File: config.mk
export PLATFORM = sky130hd
export DESIGN_NAME = lcd_nibble_bus
export DESIGN_NICKNAME = d
export VERILOG_FILES = /design/src/rtl/lcd_bus_pkg.sv /design/src/rtl/lcd_phase_timer.sv /design/src/rtl/lcd_status_capture.sv /design/src/rtl/lcd_nibble_bus.sv
export SDC_FILE = /design/constraint.sdc
export NUM_CORES = 1
export LEC_CHECK = 0
export BUFFER_PORTS_ARGS = -buffer_cell sky130_fd_sc_hd__clkbuf_2
export CAP_MARGIN = 20
export CORE_ASPECT_RATIO = 1.5
export CORE_MARGIN = 2
export CORE_UTILIZATION = 57
export DETAILED_ROUTE_END_ITERATION = 6
export PLACE_DENSITY = 0.82
export SYNTH_ARGS = -nofsm -noshare
export SYNTH_HDL_FRONTEND = slang
export SYNTH_SLANG_ARGS = --single-unit
File: constraint.sdc
create_clock -name clk -period 6.3 [get_ports clk]
set_input_delay 1.89 -clock clk [delete_from_list [all_inputs] [get_ports clk]]
set_output_delay 1.89 -clock clk [all_outputs]
set_load 0.01 [all_outputs]
File: src/rtl/lcd_bus_pkg.sv
package lcd_bus_pkg;

  typedef enum logic [2:0] {
    PH_IDLE,
    PH_RD_REL,
    PH_RD_SETUP,
    PH_RD_EHI,
    PH_RD_ELO,
    PH_WR_SETUP,
    PH_WR_EHI,
    PH_WR_ELO
  } phase_t;

  // Convert a time in ns to whole clock cycles, rounded up.
  function automatic int unsigned ns_to_cycles(input int unsigned ns,
                                               input int unsigned hz);
    longint unsigned prod;
    prod = 64'(ns) * 64'(hz);
    return 32'((prod + 64'd999_999_999) / 64'd1_000_000_000);
  endfunction

  function automatic int unsigned at_least_one(input int unsigned v);
    return (v == 0) ? 1 : v;
  endfunction

  function automatic int unsigned max2(input int unsigned a, input int unsigned b);
    return (a > b) ? a : b;
  endfunction

endpackage

File: src/rtl/lcd_phase_timer.sv
module lcd_phase_timer #(
  parameter int unsigned CW = 5
) (
  input  logic          clk,
  input  logic          rst_n,
  input  logic          load,
  input  logic [CW-1:0] len,
  output logic          expired
);

  logic [CW-1:0] cnt_q;

  // A phase loaded with len lasts exactly len cycles: the entry cycle holds len-1.
  always_ff @(posedge clk or negedge rst_n) begin
    if (!rst_n) begin
      cnt_q <= '0;
    end else if (load) begin
      cnt_q <= len - CW'(1);
    end else if (cnt_q != '0) begin
      cnt_q <= cnt_q - CW'(1);
    end
  end

  assign expired = (cnt_q == '0);

  // a zero-length phase would collapse a strobe
  a_r6_len_nonzero: assert property (@(posedge clk) disable iff (!rst_n)
    load |-> (len != '0));

endmodule

File: src/rtl/lcd_status_capture.sv
module lcd_status_capture (
  input  logic       clk,
  input  logic       rst_n,
  input  logic       sample,
  input  logic       sample_low,
  input  logic [3:0] db_in,
  output logic       busy,
  output logic [6:0] addr,
  output logic       valid
);

  logic [3:0] hi_q;

  always_ff @(posedge clk or negedge rst_n) begin
    if (!rst_n) begin
      hi_q  <= '0;
      busy  <= 1'b0;
      addr  <= '0;
      valid <= 1'b0;
    end else begin
      valid <= 1'b0;
      if (sample && !sample_low) begin
        hi_q <= db_in;
      end
      if (sample && sample_low) begin
        busy  <= hi_q[3];
        addr  <= {hi_q[2:0], db_in};
        valid <= 1'b1;
      end
    end
  end

  // the report strobe is a single-cycle pulse
  a_r8_single_pulse: assert property (@(posedge clk) disable iff (!rst_n)
    valid |=> !valid);

  // the low nibble is never sampled twice in consecutive cycles
  a_r3_no_back_to_back_low: assert property (@(posedge clk) disable iff (!rst_n)
    (sample && sample_low) |=> !(sample && sample_low));

endmodule

File: src/rtl/lcd_nibble_bus.sv
module lcd_nibble_bus #(
  parameter int unsigned CLK_HZ   = 50_000_000,
  parameter int unsigned T_EH_NS  = 450,
  parameter int unsigned T_DSW_NS = 195,
  parameter int unsigned T_DDR_NS = 360,
  parameter int unsigned T_CYC_NS = 500,
  parameter int unsigned T_AS_NS  = 40
) (
  input  logic       clk,
  input  logic       rst_n,
  input  logic       req_valid,
  output logic       req_ready,
  input  logic       req_is_data,
  input  logic [7:0] req_byte,
  output logic       lcd_rs,
  output logic       lcd_rw,
  output logic       lcd_e,
  output logic [3:0] lcd_db_out,
  output logic       lcd_db_oe,
  input  logic [3:0] lcd_db_in,
  output logic       stat_valid,
  output logic       stat_busy,
  output logic [6:0] stat_addr
);

  import lcd_bus_pkg::*;

  localparam int unsigned EH_C  = at_least_one(ns_to_cycles(T_EH_NS,  CLK_HZ));
  localparam int unsigned DSW_C = at_least_one(ns_to_cycles(T_DSW_NS, CLK_HZ));
  localparam int unsigned DDR_C = at_least_one(ns_to_cycles(T_DDR_NS, CLK_HZ));
  localparam int unsigned CYC_C = at_least_one(ns_to_cycles(T_CYC_NS, CLK_HZ));
  localparam int unsigned AS_C  = at_least_one(ns_to_cycles(T_AS_NS,  CLK_HZ));
  localparam int unsigned RD_HI = max2(EH_C, DDR_C);
  localparam int unsigned WR_HI = max2(EH_C, DSW_C);
  localparam int unsigned RD_LO = (CYC_C > RD_HI) ? (CYC_C - RD_HI) : 1;
  localparam int unsigned WR_LO = (CYC_C > WR_HI) ? (CYC_C - WR_HI) : 1;
  localparam int unsigned LEN_MAX = max2(max2(RD_HI, WR_HI), max2(max2(RD_LO, WR_LO), AS_C));
  localparam int unsigned CW = $clog2(LEN_MAX + 1);

  phase_t        ph_q, ph_d;
  logic          nib_q, nib_d;
  logic          is_data_q;
  logic [7:0]    byte_q;
  logic          accept;
  logic          t_load;
  logic [CW-1:0] t_len;
  logic          t_expired;
  logic          sample;

  lcd_phase_timer #(.CW(CW)) timer_i (
    .clk     (clk),
    .rst_n   (rst_n),
    .load    (t_load),
    .len     (t_len),
    .expired (t_expired)
  );

  assign sample = (ph_q == PH_RD_EHI) && t_expired;

  lcd_status_capture capture_i (
    .clk        (clk),
    .rst_n      (rst_n),
    .sample     (sample),
    .sample_low (nib_q),
    .db_in      (lcd_db_in),
    .busy       (stat_busy),
    .addr       (stat_addr),
    .valid      (stat_valid)
  );

  assign req_ready = (ph_q == PH_IDLE);
  assign accept    = req_valid && req_ready;

  always_comb begin
    ph_d   = ph_q;
    nib_d  = nib_q;
    t_load = 1'b0;
    t_len  = CW'(1);
    case (ph_q)
      PH_IDLE: if (req_valid) begin
        ph_d = PH_RD_REL; t_load = 1'b1; t_len = CW'(1);
      end
      PH_RD_REL: if (t_expired) begin
        ph_d = PH_RD_SETUP; t_load = 1'b1; t_len = CW'(AS_C);
      end
      PH_RD_SETUP: if (t_expired) begin
        ph_d = PH_RD_EHI; nib_d = 1'b0; t_load = 1'b1; t_len = CW'(RD_HI);
      end
      PH_RD_EHI: if (t_expired) begin
        ph_d = PH_RD_ELO; t_load = 1'b1; t_len = CW'(RD_LO);
      end
      PH_RD_ELO: if (t_expired) begin
        t_load = 1'b1;
        if (!nib_q) begin
          ph_d = PH_RD_EHI; nib_d = 1'b1; t_len = CW'(RD_HI);
        end else if (stat_busy) begin
          ph_d = PH_RD_EHI; nib_d = 1'b0; t_len = CW'(RD_HI);
        end else begin
          ph_d = PH_WR_SETUP; t_len = CW'(AS_C);
        end
      end
      PH_WR_SETUP: if (t_expired) begin
        ph_d = PH_WR_EHI; nib_d = 1'b0; t_load = 1'b1; t_len = CW'(WR_HI);
      end
      PH_WR_EHI: if (t_expired) begin
        ph_d = PH_WR_ELO; t_load = 1'b1; t_len = CW'(WR_LO);
      end
      PH_WR_ELO: if (t_expired) begin
        if (!nib_q) begin
          ph_d = PH_WR_EHI; nib_d = 1'b1; t_load = 1'b1; t_len = CW'(WR_HI);
        end else begin
          ph_d = PH_IDLE;
        end
      end
      default: ph_d = PH_IDLE;
    endcase
  end

  always_ff @(posedge clk or negedge rst_n) begin
    if (!rst_n) begin
      ph_q      <= PH_IDLE;
      nib_q     <= 1'b0;
      is_data_q <= 1'b0;
      byte_q    <= '0;
    end else begin
      ph_q  <= ph_d;
      nib_q <= nib_d;
      if (accept) begin
        is_data_q <= req_is_data;
        byte_q    <= req_byte;
      end
    end
  end

  assign lcd_e      = (ph_q == PH_RD_EHI) || (ph_q == PH_WR_EHI);
  assign lcd_rw     = ph_q inside {PH_RD_SETUP, PH_RD_EHI, PH_RD_ELO};
  assign lcd_db_oe  = !(ph_q inside {PH_RD_REL, PH_RD_SETUP, PH_RD_EHI, PH_RD_ELO, PH_WR_SETUP});
  assign lcd_rs     = (ph_q inside {PH_WR_SETUP, PH_WR_EHI, PH_WR_ELO}) ? is_data_q : 1'b0;
  assign lcd_db_out = nib_q ? byte_q[3:0] : byte_q[7:4];

  // Length of the current E high run, kept for the width check.
  logic [CW-1:0] e_run_q;
  always_ff @(posedge clk or negedge rst_n) begin
    if (!rst_n) begin
      e_run_q <= '0;
    end else if (lcd_e) begin
      e_run_q <= e_run_q + CW'(1);
    end else begin
      e_run_q <= '0;
    end
  end

  a_r2_ready_drops_after_accept: assert property (@(posedge clk) disable iff (!rst_n)
    (req_valid && req_ready) |=> !req_ready);

  a_r5_no_contention: assert property (@(posedge clk) disable iff (!rst_n)
    lcd_db_oe |-> !lcd_rw);

  a_r4_ctrl_stable_in_strobe: assert property (@(posedge clk) disable iff (!rst_n)
    (lcd_e && $past(lcd_e)) |-> ($stable(lcd_rw) && $stable(lcd_rs)));

  a_r6_e_high_width: assert property (@(posedge clk) disable iff (!rst_n)
    $fell(lcd_e) |-> (e_run_q >= CW'(EH_C)));

  a_r7_write_data_stable: assert property (@(posedge clk) disable iff (!rst_n)
    (lcd_e && !lcd_rw && $past(lcd_e)) |-> $stable(lcd_db_out));

endmodule

==> metrics.md <==
| Metric | Value |
|---|---|
| Post-CTS Resized | 0 |
| Critical-path maximum fanout | 13 |
| Clock transition at path regs | around 0.10 ns |
| Pins Over Slew Limit | 0 |
| Worst Hold Depth | 2 |
| Crit-path slowest cell | dfrtp_1 |
| Worst hold path endpoint | byte_q[2]$_DFFE_PN0P_ |
| Post-synthesis sequential area ratio | 0.5162 |
| CP max stage delay | 0.53 ns |
| Worst setup EP type | output port |
| Unrepaired setup endpoints after global routing | no |
| Critical-path cell list | nor2_1 > nand2_1 > inv_1 > clkbuf_2 |
| Fmax | 290.7 MHz |
| Input/output buffers | 33 |
| CTS tree | built |
| H-tree levels | 2 |
| Post-synth EDFFs | 0 |
| Top-count cell post-synth | nand2_1 |
| Final setup violation count | 0 |
| Vias/cell | 5.903 |
| RR Endpoint | timer_i.cnt_q[4]$_DFFE_PN0P_ |
| Initial drt markers | 52 |
| Number of distinct library cells after synthesis | 35 |
| Worst Skew | 0.009822 ns |
| Antenna violations before repair | 0 |
| Vias | between 1000 and 1500 |
| Number of synthesized register bits | 31 |
| Design Power | 725.9 uW |
| Post-route ant nets | 0 |
| Crit path DAT | between 1.5 and 2 ns |
| Tcrit/Tclk final | 0.5461 |
| Post-Syn Area per Cell | around 10 um^2 |
| Synth Instances | around 150 |
| Crit Path Class | flop to output port |
| RD Place Congestion | slightly above 0.8 |
| Fin. Hold Viols | 0 |
| Critical path's top delay family | flip-flops |
| Worst EP required | between 4 and 5 ns |
| Die extent in x | 45.92 um |
| R2R depth | 8 |
| Hold Path Origin | byte_q[2]$_DFFE_PN0P_ |
| Die height | 66.89 um |
| Post-DP HPWL | 2.084 mm |
| Warnings, synthesis | 0 |
| Netlist Area Pre-Place | 1503 um^2 |
| Mean routed wirelength per cell | ~14 um |
| Most common library cells after synthesis | nand2_1 (35), dfrtp_1 (31), mux2_2 (17) |
| Final WL | 2.894 mm |
| Post-synth ARST share | 1.000 |
| First-pass GRT wire length | 5.023 mm |
| Top FF cell, synth | dfrtp_1 |
| Cts bufs inserted | 5 |
| Drt drc | 0 |
| CTS root buf | clkbuf_4 |
| Worst Path Buf+Inv | 2 |
| Core area | 2477 um^2 |
| Reg-to-reg startpoint | timer_i.cnt_q[1]$_DFFE_PN0P_ |
| GRT Residual Overflow | 0 |
| Number of primary I/O pins | 34 |
| Worst-Margin Slew | 0.7361 ns |
| Slew Limit Headroom | 0.5093 |
| Pwr/cell area | 417.4 nW/um^2 |
| Pleak | 0.0008973 uW |
| Flop-to-flop setup slack | between 3 and 4 ns |
| # rows | 22 |
| Setup tns final | 0 ns |
| Worst skew pair latency | 0.33 ns |
| Syn nets | between 150 and 200 |
| Post-CTS Setup Bufs | 0 |
| Startpoint Class | flop |
| Num Clock Sinks | 31 |
| DRT Pass-1 Iters | 4 |
| Area contributors post-synth | dfrtp_1 (52%), mux2_2 (13%), nand2_1 (8.7%) |
| GRT Overall Usage | 0.2273 |
| Antenna diodes | 0 |
| Synth area leader | dfrtp_1 |
| DIE AREA | between 3000 and 4000 um^2 |
| Number of global-route vias before repair | 1213 |
| Starting Density | 0.6066 |
| Largest net degree at the start of global routing | 32 |
| Top cell type's share of synthesized area | 0.5162 |
| Max clock buf depth | 2 |
| Status | complete, no violations |
| Net count, final | 199 |
| Layout cells sized above 1 | 0.3388 |
| Area grow syn2layout | 15.74% |
| Peak VDD IR | 205.7 uV |
| Max-Cap Viols | 0 |
| Worst Hold Class | flop to flop |
| Critical path depth in cells | 4 |
| Hold buffers post-CTS | 0 |
| Min Tclk post-route | 3.440 ns |
## state kept, by name, summed over array words and instances (netlist names)
signal / flops
capture_i.busy: 1
capture_i.hi_q: 4
is_data_q: 1
timer_i.cnt_q: 5
capture_i.addr: 7
byte_q: 8
ph_q: 3
capture_i.valid: 1
nib_q: 1
## through the flow
stage / area [um^2] / hold slack (ns) / utilization / worst slack [ns] / instances
6_report: 1739 / 0.4852 / 0.7020 / 2.860 / 207
3_3_place_gp: 1670 / 0.4536 / 0.6742 / 3.069 / 199
4_1_cts: 1739 / 0.4883 / 0.7020 / 2.872 / 207
5_1_grt: 1739 / 0.5123 / 0.7020 / 2.748 / 207
3_5_place_dp: 1670 / 0.4665 / 0.6742 / 3.013 / 199
2_1_floorplan: 1503 / 0.4401 / - / 3.185 / 149
## where the power goes
group	switching, uW	internal (uW)	leakage, uW
clock	65.8	65.6	0.0000386
combinational	127	130	0.000465
sequential	72.4	264	0.000394
total	266	460	0.000897
## layout by cell type (no fill, tap or decap), drive strengths merged, types with 3 or more instances in the layout
master	n
a211oi	3
a21oi	5
clkbuf	41
dfrtp	31
inv	4
mux2	17
nand2	35
nand4	3
nor2	9
o21ai	5
## worst register-to-register path, delay by kind of cell, from the launching register on
family                     cells  cell delay, ns
AOI/OAI and AO/OA              4            0.47
adders and majority gates      1            0.26
DFF                            1            0.40
and+or+nand+nor                3            1.25
## layer usage
metal | routed length, um | track usage
met1 | 1203 | 0.2625
met2 | 1452 | 0.3628
met3 | 158 | 0.06504
met4 | 79 | 0.1286
met5 | 0 | 0
## worst max path at each step
stage	startpoint	to	slack, ns
after floorplan	req_valid	timer_i.cnt_q[4]$_DFFE_PN0P_	3.18
after global placement	req_valid	timer_i.cnt_q[4]$_DFFE_PN0P_	3.07
final	ph_q[0]$_DFFE_PN0P_	req_ready	2.86
after detailed placement	req_valid	timer_i.cnt_q[4]$_DFFE_PN0P_	3.01
after global routing	ph_q[0]$_DFFE_PN0P_	req_ready	2.75
after CTS	ph_q[0]$_DFFE_PN0P_	req_ready	2.87
## final cells by class
cell class | count | area [um^2]
fillers | 187 | 738.2
multi-input cells | 107 | 684.4
inverters | 4 | 15.01
well taps | 24 | 30.03
flip-flops and latches | 31 | 775.7
clock buffers | 8 | 68.82
repair buffers | 33 | 165.2
## logic make-up after synthesis
logic type | Yosys count | synth area share
muxes | 18 | 0.1341
buffers and inverters | 11 | 0.02830
and+or+nand+nor | 60 | 0.1865
DFF | 31 | 0.5162
AOI/OAI and AO/OA | 26 | 0.1149
xor gates and xnor gates | 2 | 0.01166
adders and majority gates | 1 | 0.008325
No activity file was read; power rests on OpenSTA's default activity.
